## config.mk

```make
export PLATFORM = sky130hd
export DESIGN_NAME = ptpr_top
export DESIGN_NICKNAME = d
export VERILOG_FILES = /design/src/rtl/ptpr_pkg.sv /design/src/rtl/ptpr_pending.sv /design/src/rtl/ptpr_tpr.sv /design/src/rtl/ptpr_select.sv /design/src/rtl/ptpr_top.sv
export SDC_FILE = /design/constraint.sdc
export NUM_CORES = 1
export LEC_CHECK = 0
export BUFFER_PORTS_ARGS = -buffer_cell sky130_fd_sc_hd__buf_2
export CAP_MARGIN = 15
export CORE_AREA = 2 2 145 183
export DETAILED_ROUTE_END_ITERATION = 8
export DIE_AREA = 0 0 147 185
export PLACE_DENSITY_LB_ADDON = 0.08
export SLEW_MARGIN = 10
export SYNTH_ARGS = -nofsm -noshare
export SYNTH_HDL_FRONTEND = slang
export SYNTH_SLANG_ARGS = --single-unit
```

## constraint.sdc

```tcl
create_clock -name clk -period 6.91 [get_ports clk]
set_input_delay 1.382 -clock clk [delete_from_list [all_inputs] [get_ports clk]]
set_output_delay 1.382 -clock clk [all_outputs]
set_load 0.01 [all_outputs]
```

## src/rtl/ptpr_pkg.sv

```systemverilog
package ptpr_pkg;

    localparam int VEC_W        = 8;
    localparam int CLS_W        = 4;
    localparam int SUB_W        = VEC_W - CLS_W;
    localparam int NUM_VEC      = 1 << VEC_W;
    localparam int NUM_CLS      = 1 << CLS_W;
    localparam int GRP          = 1 << SUB_W;
    localparam int IGNORE_BELOW = 16;

    typedef logic [VEC_W-1:0] vec_t;
    typedef logic [CLS_W-1:0] cls_t;
    typedef logic [SUB_W-1:0] sub_t;

    // candidate handed to the processor side
    typedef struct packed {
        logic valid;
        vec_t vec;
    } pick_t;

    // index of the most significant set bit in one class group
    function automatic sub_t top_index(input logic [GRP-1:0] b);
        sub_t r;
        r = '0;
        for (int i = 0; i < GRP; i++) begin
            if (b[i]) r = sub_t'(i);
        end
        return r;
    endfunction

endpackage

```

## src/rtl/ptpr_pending.sv

```systemverilog
module ptpr_pending
    import ptpr_pkg::*;
(
    input  logic               clk,
    input  logic               rst,
    input  logic               set_en,
    input  vec_t               set_vec,
    input  logic               clr_en,
    input  vec_t               clr_vec,
    output logic [NUM_VEC-1:0] pend
);

    generate
        for (genvar i = 0; i < NUM_VEC; i++) begin : g_bit
            if (i < IGNORE_BELOW) begin : g_off
                assign pend[i] = 1'b0;
            end else begin : g_on
                logic q;
                logic hit_set;
                logic hit_clr;
                assign hit_set = set_en && (set_vec == vec_t'(i));
                assign hit_clr = clr_en && (clr_vec == vec_t'(i));
                always_ff @(posedge clk) begin
                    if (rst)          q <= 1'b0;
                    else if (hit_set) q <= 1'b1;
                    else if (hit_clr) q <= 1'b0;
                end
                assign pend[i] = q;
            end
        end
    endgenerate

endmodule

```

## src/rtl/ptpr_tpr.sv

```systemverilog
module ptpr_tpr
    import ptpr_pkg::*;
(
    input  logic clk,
    input  logic rst,
    input  logic we,
    input  cls_t wdata,
    output cls_t level
);

    always_ff @(posedge clk) begin
        if (rst)     level <= '0;
        else if (we) level <= wdata;
    end

endmodule

```

## src/rtl/ptpr_select.sv

```systemverilog
module ptpr_select
    import ptpr_pkg::*;
(
    input  logic [NUM_VEC-1:0] pend,
    input  cls_t               level,
    output pick_t              pick
);

    logic [NUM_CLS-1:0] cls_ok;
    sub_t               cls_idx [NUM_CLS];

    generate
        for (genvar c = 0; c < NUM_CLS; c++) begin : g_cls
            logic [GRP-1:0] slice;
            assign slice      = pend[c*GRP +: GRP];
            assign cls_ok[c]  = (|slice) && (cls_t'(c) > level);
            assign cls_idx[c] = top_index(slice);
        end
    endgenerate

    // highest eligible class wins, then highest vector inside it
    always_comb begin
        pick = '0;
        for (int c = 0; c < NUM_CLS; c++) begin
            if (cls_ok[c]) begin
                pick.valid = 1'b1;
                pick.vec   = {cls_t'(c), cls_idx[c]};
            end
        end
    end

endmodule

```

## src/rtl/ptpr_top.sv

```systemverilog
module ptpr_top
    import ptpr_pkg::*;
(
    input  logic             clk,
    input  logic             rst,
    input  logic             req_valid,
    input  logic [VEC_W-1:0] req_vec,
    input  logic             tpr_we,
    input  logic [CLS_W-1:0] tpr_wdata,
    input  logic             ack,
    output logic             irq_ready,
    output logic [VEC_W-1:0] irq_vec
);

    cls_t               tpr_level;
    logic [NUM_VEC-1:0] pend;
    pick_t              pick;
    pick_t              out_q;
    logic               clr_en;

    assign clr_en = ack && out_q.valid;

    ptpr_tpr u_tpr (
        .clk   (clk),
        .rst   (rst),
        .we    (tpr_we),
        .wdata (tpr_wdata),
        .level (tpr_level)
    );

    ptpr_pending u_pend (
        .clk     (clk),
        .rst     (rst),
        .set_en  (req_valid),
        .set_vec (req_vec),
        .clr_en  (clr_en),
        .clr_vec (out_q.vec),
        .pend    (pend)
    );

    ptpr_select u_sel (
        .pend  (pend),
        .level (tpr_level),
        .pick  (pick)
    );

    always_ff @(posedge clk) begin
        if (rst) out_q <= '0;
        else     out_q <= pick;
    end

    assign irq_ready = out_q.valid;
    assign irq_vec   = out_q.vec;

endmodule

```

# ---- After elaboration in Yosys (flattened, before gate mapping)
# Index checks and enable logic that the tools add are counted.
dict set report totals {
  reg_bits 253
  inputBits 17
  out_inout_bits 9
  wordCells 2209
}
dict set report classes {
  order_cmp 15
  eq_ne 480
  mux 720
  n_reduce_logical 751
}
# operator n
set ops {}
lappend ops {{$eq A8 B8 Y1 const B} 256}
lappend ops {{$eq A8 B7 Y1 const B} 128}
lappend ops {{$eq A8 B6 Y1 const B} 64}
lappend ops {{$logic_and A1 B1 Y1} 496}
lappend ops {{$mux W1} 495}
lappend ops {{$mux W4} 120}
lappend ops {{$reduce_bool A2 Y1} 240}
lappend ops {{$eq A8 B5 Y1 const B} 32}
lappend ops {{$reduce_or A16 Y1} 15}
lappend ops {{$mux W3} 60}
lappend ops {{$mux W9} 15}
lappend ops {{$mux W2} 30}
lappend ops {{$gt A4 B4 Y1 const A} 8}
lappend ops {{$gt A3 B4 Y1 const A} 4}
lappend ops {{$gt A2 B4 Y1 const A} 2}
lappend ops {{$gt A1 B4 Y1 const A} 1}

# ---- Depth between registers and ports, before layout
# Gate-level depths: netlist of run 1.
dict set report depth {
  ltp_word 30
  depth_mapped 10
  ltp_nobuf 8
}

# ---- Hierarchy
# Synthesis of run 1 repeated with hierarchy kept, for this count alone.
dict set report unflattened {
  cells_unflattened 1744
  area_unflattened_um2 14413.8
}
# module instances cells_each area_each_um2 seq_area_each_um2
set by_module_without_submodules {}
lappend by_module_without_submodules {ptpr_pending 1 1178 10994.3 4804.6}
lappend by_module_without_submodules {ptpr_select 1 534 3036.7 0.0}
lappend by_module_without_submodules {ptpr_top 1 19 242.7 180.2}
lappend by_module_without_submodules {ptpr_tpr 1 13 140.1 80.1}

# ---- Least setup slack after synthesis of run 1
# Ideal clock, no wire load.
dict set report synth_path {
  kind {input to register}
  startpoint {in req_vec[4]}
  endpoint {reg u_pend.g_bit[32].g_on.q}
  setup_time_ps 70
  arrival_time_ps 2744
  required_ps 6840
  path_slack_ps 4095
  stages 5
  path_buffers 1
  path_cell_list {nand2b_1 nor4b_1 clkbuf_1 nand2_1 a21oi_1}
}
dict set report synth_via {
  elab_chain_cells 3
  word_cells_on_any_way 4
  cone_classes {eq/ne: 1; mux: 1; reduce/logical: 2}
}
# item line
set synth_rtl {}
lappend synth_rtl {{from (decl)} ptpr_top.sv:7} ;# input logic [VEC_W-1:0] req_vec,
lappend synth_rtl {{$eq A8 B6 Y1 *} ptpr_pending.sv:21} ;# assign hit_set = set_en && (set_vec == vec_t'(i));
lappend synth_rtl {{$logic_and A1 B1 Y1 *} ptpr_pending.sv:21}
lappend synth_rtl {{$mux W1 / $reduce_bool A2 Y1 (equally long branches)} --}
lappend synth_rtl {{to (signal assigned)} ptpr_pending.sv:24} ;# if (rst) q <= 1'b0;
lappend synth_rtl {{to (signal assigned)} ptpr_pending.sv:25} ;# else if (hit_set) q <= 1'b1;
lappend synth_rtl {{to (signal assigned)} ptpr_pending.sv:26} ;# else if (hit_clr) q <= 1'b0;
lappend synth_rtl {{to (decl)} ptpr_pending.sv:18} ;# logic q;
# Mark *: on every way between the ends. The rest lies on a longest branch, timed or not.
# A chain may end at the register's enable or synchronous reset.

# ---- Worst setup path in the final report of run 1
dict set report layout_path {
  startpoint {reg u_tpr.level[3]}
  endpoint {reg out_q, in the netlist irq_vec[0]}
}
dict set report layout_via {
  elab_chain_cells 17
  word_cells_on_any_way 45
  cone_classes {order compare: 15; mux: 15; reduce/logical: 15}
}
# item line
set layout_rtl {}
lappend layout_rtl {{from (decl)} ptpr_tpr.sv:8} ;# output cls_t level
lappend layout_rtl {{from (signal assigned)} ptpr_tpr.sv:13} ;# else if (we) level <= wdata;
lappend layout_rtl {{$gt A1 B4 Y1} ptpr_select.sv:16} ;# assign cls_ok[c] = (|slice) && (cls_t'(c) > level);
lappend layout_rtl {{$logic_and A1 B1 Y1} ptpr_select.sv:16}
lappend layout_rtl {{$mux W9 (14 in a row)} ptpr_select.sv:25} ;# if (cls_ok[c]) begin
lappend layout_rtl {{$mux W9 *} ptpr_select.sv:25}
lappend layout_rtl {{to (signal assigned)} ptpr_top.sv:49} ;# else out_q <= pick;
lappend layout_rtl {{to (decl)} ptpr_top.sv:18} ;# pick_t out_q;
# Marks and branches as above.

==> results by group, run 1 <==
Run status
  • Outcome: finished clean

Timing
  • Slew @ Worst Pin: ~1200 ps
  • Fmax: about 300 MHz
  • Setup_tns: 0 ps
  • Slew Limit Fails: 0
  • # setup viols final: 0
  • RSZ-0062 raised after global routing: false
  • Hold_ws: roughly 480 ps
  • Hold Fails Final Rpt: 0
  • Final period util: 48.09%
  • Tmin final: roughly 3300 ps
  • Clock Skews: 14.93 ps
  • Max-slew headroom: about 22%

Yosys
  • Number of enable flip-flop cells after synthesis: 0
  • Post-synth top flop: dfxtp_1
  • Largest area contributor in the netlist: dfxtp_1
  • Syn Area/Cell: about 7.3 um2
  • Synth warn: 0
  • Asr flop ratio synth: 0%
  • Distinct cells, synth: between 70 and 80
  • Top cells by area, synth: dfxtp_1 (40%), a21oi_1 (11%), o21ai_0 (11%), nand2_1 (8.3%), nor2_1 (4.0%)
  • Sequential-to-total area share from yosys stat: about 40%
  • Mapped Cells: 1728
  • Post-Syn Area: ~13000 um2
  • Yosys top cell area share: ~40%
  • #FFs+latches synth: around 250
  • Syn_nets: between 1500 and 2000

Global route
  • Largest net degree at the start of global routing: approximately 130
  • Vias in the first global route: ~12000
  • Total GRT Usage: 36.14%
  • Gr ovfl total: 0
  • Initial antenna violation count: 0
  • First-pass GRT wire length: 74.68 mm

Worst setup path
  • CP max stage cell: dfxtp_1
  • Setup CP Type: flop to flop
  • Reg-to-Reg Start: u_tpr.level[3]
  • Worst stage delay on the critical path: slightly above 600 ps
  • Crit path launch: u_tpr.level[3]
  • Crit path max-delay family: compound AO/OA/AOI/OAI gates
  • CP bufs+invs: 0
  • CP arrival: 3760 ps
  • Critical-path cell list: nor2_1, nand2_1, a31oi_1, nand4b_1, o211ai_1, a211oi_1, o2111a_1, a211o_1
  • Critical Path Source Type: flop
  • Crit. End Element: flop
  • Req. time, crit path: ~7400 ps
  • Worst Path Max Fanout: 18

Route
  • Final ANT Viol Nets: 0
  • Routed WL per cell: between 20 and 25 um
  • Drt drc: 0
  • Via count: 13232
  • Final wirelength: between 50 and 60 mm
  • DRC marker count from the first detailed-route iteration: approximately 1500
  • Vias per inst: approximately 6.4
  • Drt pass-1 iters: 9

Job
  • Max-Cap Viols: 0

Power
  • Power, Total: roughly 3.2 mW
  • Peak supply drop: roughly 0.00025 V
  • P per Cell Area: ~230 nW/um2
  • Leak: 4.548 nW

Die
  • IO Count: 26
  • Initial Utilization: between 40% and 50%
  • CORE AREA: 25600 um2
  • Cell Rows: 66
  • Full die area: 27200 um2
  • Die extent in y: roughly 190 um
  • Die W: around 150 um

Place
  • Placed Cells: approximately 2000
  • Final Wtd Congestion: between 0.9 and 1
  • Buffers added on ports: 25
  • Hpwl dp: approximately 33 mm

Final layout
  • Net count, final: approximately 1700
  • Layout cells sized above 1: between 6 and 7%
  • Register area: 5065 um2
  • Core Util, Final: 53.92%
  • P&R area growth vs syn: 9.552%
  • Ant diodes: 0
  • Area occupied by multi-input gates: between 6000 and 7000 um2
  • FILL cells: about 2500
  • Non-Filler Instances: ~2100

Clock tree
  • Worst-Skew Late Latency: 560 ps
  • # Post-CTS Setup Buffers: 0
  • CTS tree: done
  • CTS Sinks: 253
  • CTS max path bufs: 3
  • Clock-pin slew on the worst setup and hold paths: roughly 60 ps
  • Clock H-tree levels: 1
  • Num CTS Buffers: 28
  • Root Driver: clkbuf_16
  • # hold bufs at CTS: 0
  • CTS resizes: 0

Min path
  • Hold Startpoint: u_pend.g_bit[160].g_on.q
  • Min-Delay Path Class: flop to flop
## registers in the layout, summed over array words and instances (netlist names)
signal	cells
irq_vec	8
u_pend.g_bit.g_on.q	240
irq_ready	1
u_tpr.level	4
## power breakdown
group | total (mW) | internal, mW | switching [mW]
clock | 1.50 | 0.866 | 0.637
sequential | 1.50 | 1.47 | 0.0309
combinational | 0.217 | 0.0532 | 0.164
total | 3.22 | 2.39 | 0.833
## final cells by class
class / count / share of cell area (%)
Clock buffer: 44 / 6.317
Clock inverter: 8 / 0.3625
Inverter: 39 / 1.060
Multi-Input combinational cell: 1335 / 50.56
Sequential cell: 253 / 36.69
Tap cell: 340 / 3.082
Timing Repair Buffer: 43 / 1.931
## cell usage after synthesis, types with 4 or more instances
library cell and n:
a21oi_1 281, nand2_1 280, o21ai_0 266, dfxtp_1 253, nor2_1 135, clkbuf_1 95
nor3_1 41, inv_1 39, nor4_1 36, nand3_1 28, nor2b_1 23, o31ai_1 23
and2_1 22, nand2b_1 22, or4_1 18, a211oi_1 14, nand4_1 13, a31oi_1 11
o21bai_1 9, mux2i_1 6, a2111oi_0 5, a221o_1 5, a221oi_1 5, a311oi_1 5
o31a_1 5, a21boi_0 4, a41oi_1 4, and2b_2 4, or4_4 4
## stage by stage
step | worst slack [ps] | cell area [um2]
2_1_floorplan | 4095 | 12600
5_1_grt | 3481 | 13800
6_report | 3587 | 13800
4_1_cts | 3731 | 13780
3_3_place_gp | 3372 | 12860
3_5_place_dp | 3304 | 12860
## kinds of logic after synthesis
logic type / count (synthesis) / synth area share, %
AOI/OAI and AO/OA: 684 / 31.04
buffers and inverters: 140 / 4.468
DFF: 253 / 40.19
muxes: 6 / 0.4766
and+or+nand+nor: 645 / 23.82
## per-layer routing
metal / vias up / routed length (um) / global-route usage [%]
li1: 6156 / - / -
met1: 6269 / 19940 / 44.78
met2: 622 / 22820 / 59.85
met3: 185 / 3495 / 4.680
met4: 0 / 3824 / 22.62
met5: - / 0 / 0
## tightest hold or removal path: stages (launching register included)
cell	delay, ps
dfxtp_1	310
o21ai_0	70
a21oi_1	60
## worst paths after layout
check,to,slack (ps),cells after the start
min reg2reg,u_pend.g_bit[160].g_on.q,480,2
max reg2reg,irq_vec[0],3590,8
min,u_pend.g_bit[160].g_on.q,480,2
max,irq_vec[0],3590,8
## cells in the final DEF (no fill, tap or decap), types with 9 or more instances in the layout
cell type,count
a21oi_1,281
nand2_1,280
o21ai_0,266
dfxtp_1,253
nor2_1,135
nor3_1,41
inv_1,39
nor4_1,36
clkbuf_16,29
nand3_1,28
buf_2,24
nor2b_1,23
o31ai_1,23
nand2b_1,22
and2_1,22
or4_1,18
buf_4,18
a211oi_1,14
nand4_1,13
a31oi_1,11
o21bai_1,9
clkbuf_8,9
(Power assumes the default switching activity.)
==> run 2, diff against run 1 <==
==> constraint.sdc (replaced) <==
create_clock -name clk -period 3.3 [get_ports clk]
set_input_delay 0.66 -clock clk [delete_from_list [all_inputs] [get_ports clk]]
set_output_delay 0.66 -clock clk [all_outputs]
set_load 0.01 [all_outputs]
==> results by group, run 2 (synthesis results as in run 1) <==
Run status
  • Outcome: finished clean

Timing
  • Hold_ws: between 300 and 400 ps
  • Fmax: roughly 370 MHz
  • Clock Skews: between 10 and 15 ps
  • Tmin final: ~2700 ps
  • RSZ-0062 raised after global routing: false
  • Max-slew headroom: between 40% and 50%
  • Slew Limit Fails: 0
  • # setup viols final: 0
  • Setup_tns: 0 ps
  • Slew @ Worst Pin: around 830 ps
  • Final period util: between 80% and 90%
  • Hold Fails Final Rpt: 0

Min path
  • Worst Hold Path EP: u_tpr.level[1]
  • Hold Startpoint: tpr_wdata[1]
  • Min-Delay Path Class: input port to flop
  • Worst Hold Path Cells: 3

Route
  • Final ANT Viol Nets: 0
  • Drt drc: 0
  • DRC marker count from the first detailed-route iteration: 1512
  • Drt pass-1 iters: 6
  • Vias per inst: 6.362
  • Routed WL per cell: 24.39 um
  • Via count: between 10000 and 15000
  • Final wirelength: a little over 50 mm

Final layout
  • Ant diodes: 0
  • Area occupied by multi-input gates: roughly 7000 um2
  • Net count, final: between 1500 and 2000
  • FILL cells: 2516
  • Max reg flops: 240
  • Most frequent cells in the layout: a21oi_1 (281), nand2_1 (280), o21ai_0 (266)
  • Layout cells sized above 1: under 10%
  • Leading cell type in the layout, fill and taps excluded: a21oi_1
  • Non-Filler Instances: between 2000 and 2500
  • P&R area growth vs syn: 12.57%
  • Reg with most FFs: u_pend.g_bit.g_on.q
  • Register area: about 5000 um2

Power
  • Leak: about 4.8 nW
  • Power, Total: 6.612 mW
  • Peak supply drop: roughly 0.00039 V
  • P per Cell Area: roughly 470 nW/um2

Worst setup path
  • Reg-to-Reg Start: u_pend.g_bit[31].g_on.q
  • Setup CP Type: flop to flop
  • Worst R2R Path Depth: 8
  • R2R setup slack: 580 ps
  • Worst Path Max Fanout: 4
  • R2r endpoint: irq_vec[0]
  • Crit. End Element: flop
  • Critical Path Source Type: flop
  • Req. time, crit path: ~3800 ps
  • CP arrival: roughly 3200 ps

Global route
  • First-pass GRT wire length: between 70 and 80 mm
  • Initial antenna violation count: 0
  • Gr ovfl total: 0
  • Total GRT Usage: a little under two fifths
  • Largest net degree at the start of global routing: 82
  • Vias in the first global route: 12116

Place
  • Placed Cells: 2069
  • Final Wtd Congestion: 0.9987
  • Buffers added on ports: 25
  • Hpwl dp: 35.91 mm

Clock tree
  • Num CTS Buffers: 27
  • CTS Sinks: ~250
  • CTS tree: done
  • Clock H-tree levels: 1
  • # Post-CTS Setup Buffers: 0
  • # hold bufs at CTS: 0
  • CTS max path bufs: 3
  • Clock-pin slew on the worst setup and hold paths: around 70 ps
  • Worst-Skew Late Latency: 550 ps
  • Root Driver: clkbuf_16
  • CTS resizes: 0

Die
  • IO Count: 26
  • Initial Utilization: approximately half
  • Full die area: 27200 um2
  • Cell Rows: 66
  • Die W: 147 um
  • CORE AREA: roughly 26000 um2
  • Die extent in y: between 150 and 200 um

Job
  • Max-Cap Viols: 0
-- run 2: cell types whose count changed in the layout (fill, tap and decap cells not counted), sizes merged --
cell    change
clkinv      -2
inv         -2
clkbuf      -4
bufinv      +1
buf        +59
-- run 2: final cells by class --
cell class              count  area share (%)
clock inverters             5          0.3528
repair buffers            102           5.178
multi-input cells        1335           49.20
well taps                 340           2.999
clock buffers              40           5.531
inverters                  39           1.032
flip-flops and latches    253           35.71
-- run 2: how the worst max path moves through the flow --
stage	from	endpoint	slack [ps]	depth (start not counted)
detailed placement	u_pend.g_bit[31].g_on.q	irq_vec[0]	580	8
CTS	u_pend.g_bit[31].g_on.q	irq_vec[0]	580	8
global placement	u_pend.g_bit[251].g_on.q	irq_vec[2]	670	8
floorplan	u_pend.g_bit[107].g_on.q	irq_vec[0]	970	7
finish	u_pend.g_bit[31].g_on.q	irq_vec[0]	580	8
global route	u_pend.g_bit[187].g_on.q	irq_vec[0]	450	8
-- run 2: stage by stage --
stage	utilization, %	cell area [um2]	worst slack (ps)
floorplan	-	12600	968.8
finish	55.41	14180	575.7
global placement	52.15	13350	666.4
detailed placement	52.15	13350	583.8
CTS	55.41	14180	580.3
global route	55.41	14180	448.5
-- run 2: layer usage --
metal	part of all wire (%)	vias to the layer above	GRT usage [%]
met2	46	645	61.30
met1	38	6335	44.89
met3	7.5	184	4.754
li1	-	6286	-
met4	8.5	0	26.73
met5	0	-	0
-- run 2: power breakdown --
| part | leakage (nW) | internal [mW] | switching [mW] |
|---|---|---|---|
| logic | 2.34 | 0.136 | 0.373 |
| registers | 2.04 | 3.08 | 0.0558 |
| clock network | 0.414 | 1.70 | 1.27 |
-- run 2: critical path, cell delays in order, from the launching register on --
cell	delay [ps]
dfxtp_1	340
or4_4	560
o41ai_2	510
nor2_1	130
o31a_2	140
o211ai_1	280
a211oi_1	150
o2111a_1	280
a211o_1	230
==> run 3, diff against run 2 <==
==> constraint.sdc (replaced) <==
create_clock -name clk -period 2.2 [get_ports clk]
set_input_delay 0.44 -clock clk [delete_from_list [all_inputs] [get_ports clk]]
set_output_delay 0.44 -clock clk [all_outputs]
set_load 0.01 [all_outputs]
==> results by group, run 3 (synthesis results as in run 1) <==
Run status
  • Outcome: finished with violations
  • Violated checks: negative setup slack

Worst setup path
  • Crit path max-delay family: compound AO/OA/AOI/OAI gates
  • CP max stage cell: or4_4
  • Worst stage delay on the critical path: approximately 550 ps
  • Critical-path cell list: or4_4, o41ai_4, nor2_2, o31a_2, o211ai_1, a211oi_2, o2111a_1, a211o_1
  • Worst R2R Path Depth: 8
  • Critical Path Source Type: flop
  • Worst Path Max Fanout: 2
  • CP bufs+invs: 0
  • R2R setup slack: -250 ps
  • Crit path launch: u_pend.g_bit[31].g_on.q
  • Crit. End Element: flop
  • R2r endpoint: irq_vec[0]
  • Setup CP Type: flop to flop
  • CP arrival: ~2900 ps
  • Reg-to-Reg Start: u_pend.g_bit[31].g_on.q
  • Req. time, crit path: about 2700 ps

Place
  • Placed Cells: 2346
  • Final Wtd Congestion: approximately 1
  • Hpwl dp: approximately 38 mm
  • Buffers added on ports: 25

Power
  • Power share of the sequential group: 46.0%
  • Switching share of power: 25.61%
  • P_sw: ~2.6 mW
  • Internal cell power: between 7 and 8 mW
  • Clock power frac: between 40% and 50%
  • P per Cell Area: between 600 and 700 nW/um2
  • Leak: around 6.4 nW
  • Peak supply drop: around 0.00063 V
  • Power, Total: slightly above 10 mW
  • Combinational power share: under 10%

Final layout
  • Non-Filler Instances: roughly 2400
  • Most frequent cells in the layout: buf_4 (355), nand2_1 (280), a21oi_1 (277)
  • Leading cell type in the layout, fill and taps excluded: buf_4
  • Reg with most FFs: u_pend.g_bit.g_on.q
  • P&R area growth vs syn: 32.99%
  • Layout cells sized above 1: between 20% and 30%
  • Ant diodes: 0
  • Max reg flops: between 200 and 250
  • Net count, final: 2061

Global route
  • First-pass GRT wire length: slightly above 80 mm
  • Gr ovfl total: 0
  • Vias in the first global route: 13933
  • Initial antenna violation count: 0
  • Largest net degree at the start of global routing: 96
  • Total GRT Usage: 39.01%

Timing
  • RSZ-0062 raised after global routing: true
  • Slew Limit Fails: 0
  • Tmin final: ~2400 ps
  • Slew @ Worst Pin: roughly 690 ps
  • Final period util: 111.3%
  • Hold Fails Final Rpt: 0
  • # setup viols final: 6
  • Setup WS post-layout: -247.6 ps
  • Clock Skews: ~19 ps
  • Max-slew headroom: a little over half
  • Fmax: ~410 MHz

Min path
  • Worst Hold Path Cells: 3
  • Hold Startpoint: tpr_wdata[0]
  • Min-Delay Path Class: input port to flop
  • Worst Hold Path EP: u_tpr.level[0]

Route
  • Drt drc: 0
  • Routed WL per cell: between 20 and 25 um
  • Vias per inst: slightly above 6
  • Final wirelength: 54.12 mm
  • Final ANT Viol Nets: 0
  • Via count: 14682
  • Drt pass-1 iters: 6
  • DRC marker count from the first detailed-route iteration: roughly 1500

Die
  • Die W: between 100 and 150 um
  • Cell Rows: between 60 and 70
  • Initial Utilization: slightly below 50%
  • IO Count: 26
  • CORE AREA: ~26000 um2
  • Full die area: 27200 um2
  • Die extent in y: ~190 um

Clock tree
  • # hold bufs at CTS: 0
  • Clock-pin slew on the worst setup and hold paths: 60 ps
  • Clock H-tree levels: 1
  • Worst-Skew Late Latency: around 560 ps
  • Root Driver: clkbuf_16
  • Num CTS Buffers: 27
  • CTS tree: done
  • CTS max path bufs: 3
  • CTS Sinks: roughly 250

Job
  • Max-Cap Viols: 0
## run 3: changes by cell type in the layout (fill, tap and decap cells not counted), sizes merged
cell	before	now
clkbuf	40	42
inv	39	40
clkinv	4	3
buf	102	388
## run 3: power by group through the flow
| stage | registers, mW | logic (mW) | clock network, mW |
|---|---|---|---|
| after floorplan | 4.75 | 0.453 | 0 |
| after global placement | 4.77 | 0.889 | 0 |
| after detailed placement | 4.77 | 0.890 | 0 |
| after CTS | 4.67 | 0.916 | 4.54 |
| after global routing | 4.67 | 1.01 | 4.73 |
| final | 4.67 | 0.968 | 4.52 |
## run 3: per-stage QoR
| stage | util (%) | hold slack (ps) | setup WS, ps | area, um2 | TNS (ps) |
|---|---|---|---|---|---|
| after floorplan | - | 447.6 | -29.46 | 12720 | -29.46 |
| after global placement | 60.87 | 459.2 | -322.0 | 15580 | -1141 |
| after detailed placement | 60.87 | 463.0 | -341.3 | 15580 | -1276 |
| after CTS | 64.85 | 118.0 | -280.2 | 16600 | -680.9 |
| after global routing | 65.46 | 131.1 | -357.2 | 16760 | -1331 |
| final | 65.46 | 126.1 | -247.6 | 16760 | -871.9 |
## run 3: area by class of cell
cell class | count | area, um2
clock inverters | 5 | 53.80
fillers | 2292 | 8842
inverters | 39 | 146.4
clock buffers | 42 | 802.0
flip-flops and latches | 253 | 5067
multi-input cells | 1335 | 7332
repair buffers | 388 | 2930
well taps | 340 | 425.4
## run 3: metal layers
layer / global-route usage (%) / up-vias / wire, um
met5: 0 / - / 0
met4: 28.54 / 0 / 4637
met3: 5.739 / 218 / 4242
met2: 64.08 / 721 / 24700
met1: 46.66 / 6902 / 20530
li1: - / 6841 / -
## run 3: repair_timing
item / in CTS / in global routing
buffers inserted: 6 / 3
resized for setup: 29 / 30
endpoints found under the setup margin: 6 / 7
pin swaps: 16 / 20
## run 3: how the worst max path moves through the flow
| stage | end | slack [ps] | cells after the start |
|---|---|---|---|
| floorplan | irq_vec[0] | -30 | 8 |
| global placement | irq_vec[1] | -320 | 9 |
| detailed placement | irq_vec[1] | -340 | 9 |
| CTS | irq_vec[0] | -280 | 8 |
| global route | irq_vec[0] | -360 | 9 |
| finish | irq_vec[0] | -250 | 8 |
## run 3: worst reg2reg max path, stage by stage, from the launching register on
cell      delay, ps
dfxtp_1         310
or4_4           550
o41ai_4         430
nor2_2           80
o31a_2          120
o211ai_1        240
a211oi_2        120
o2111a_1        250
a211o_1         230
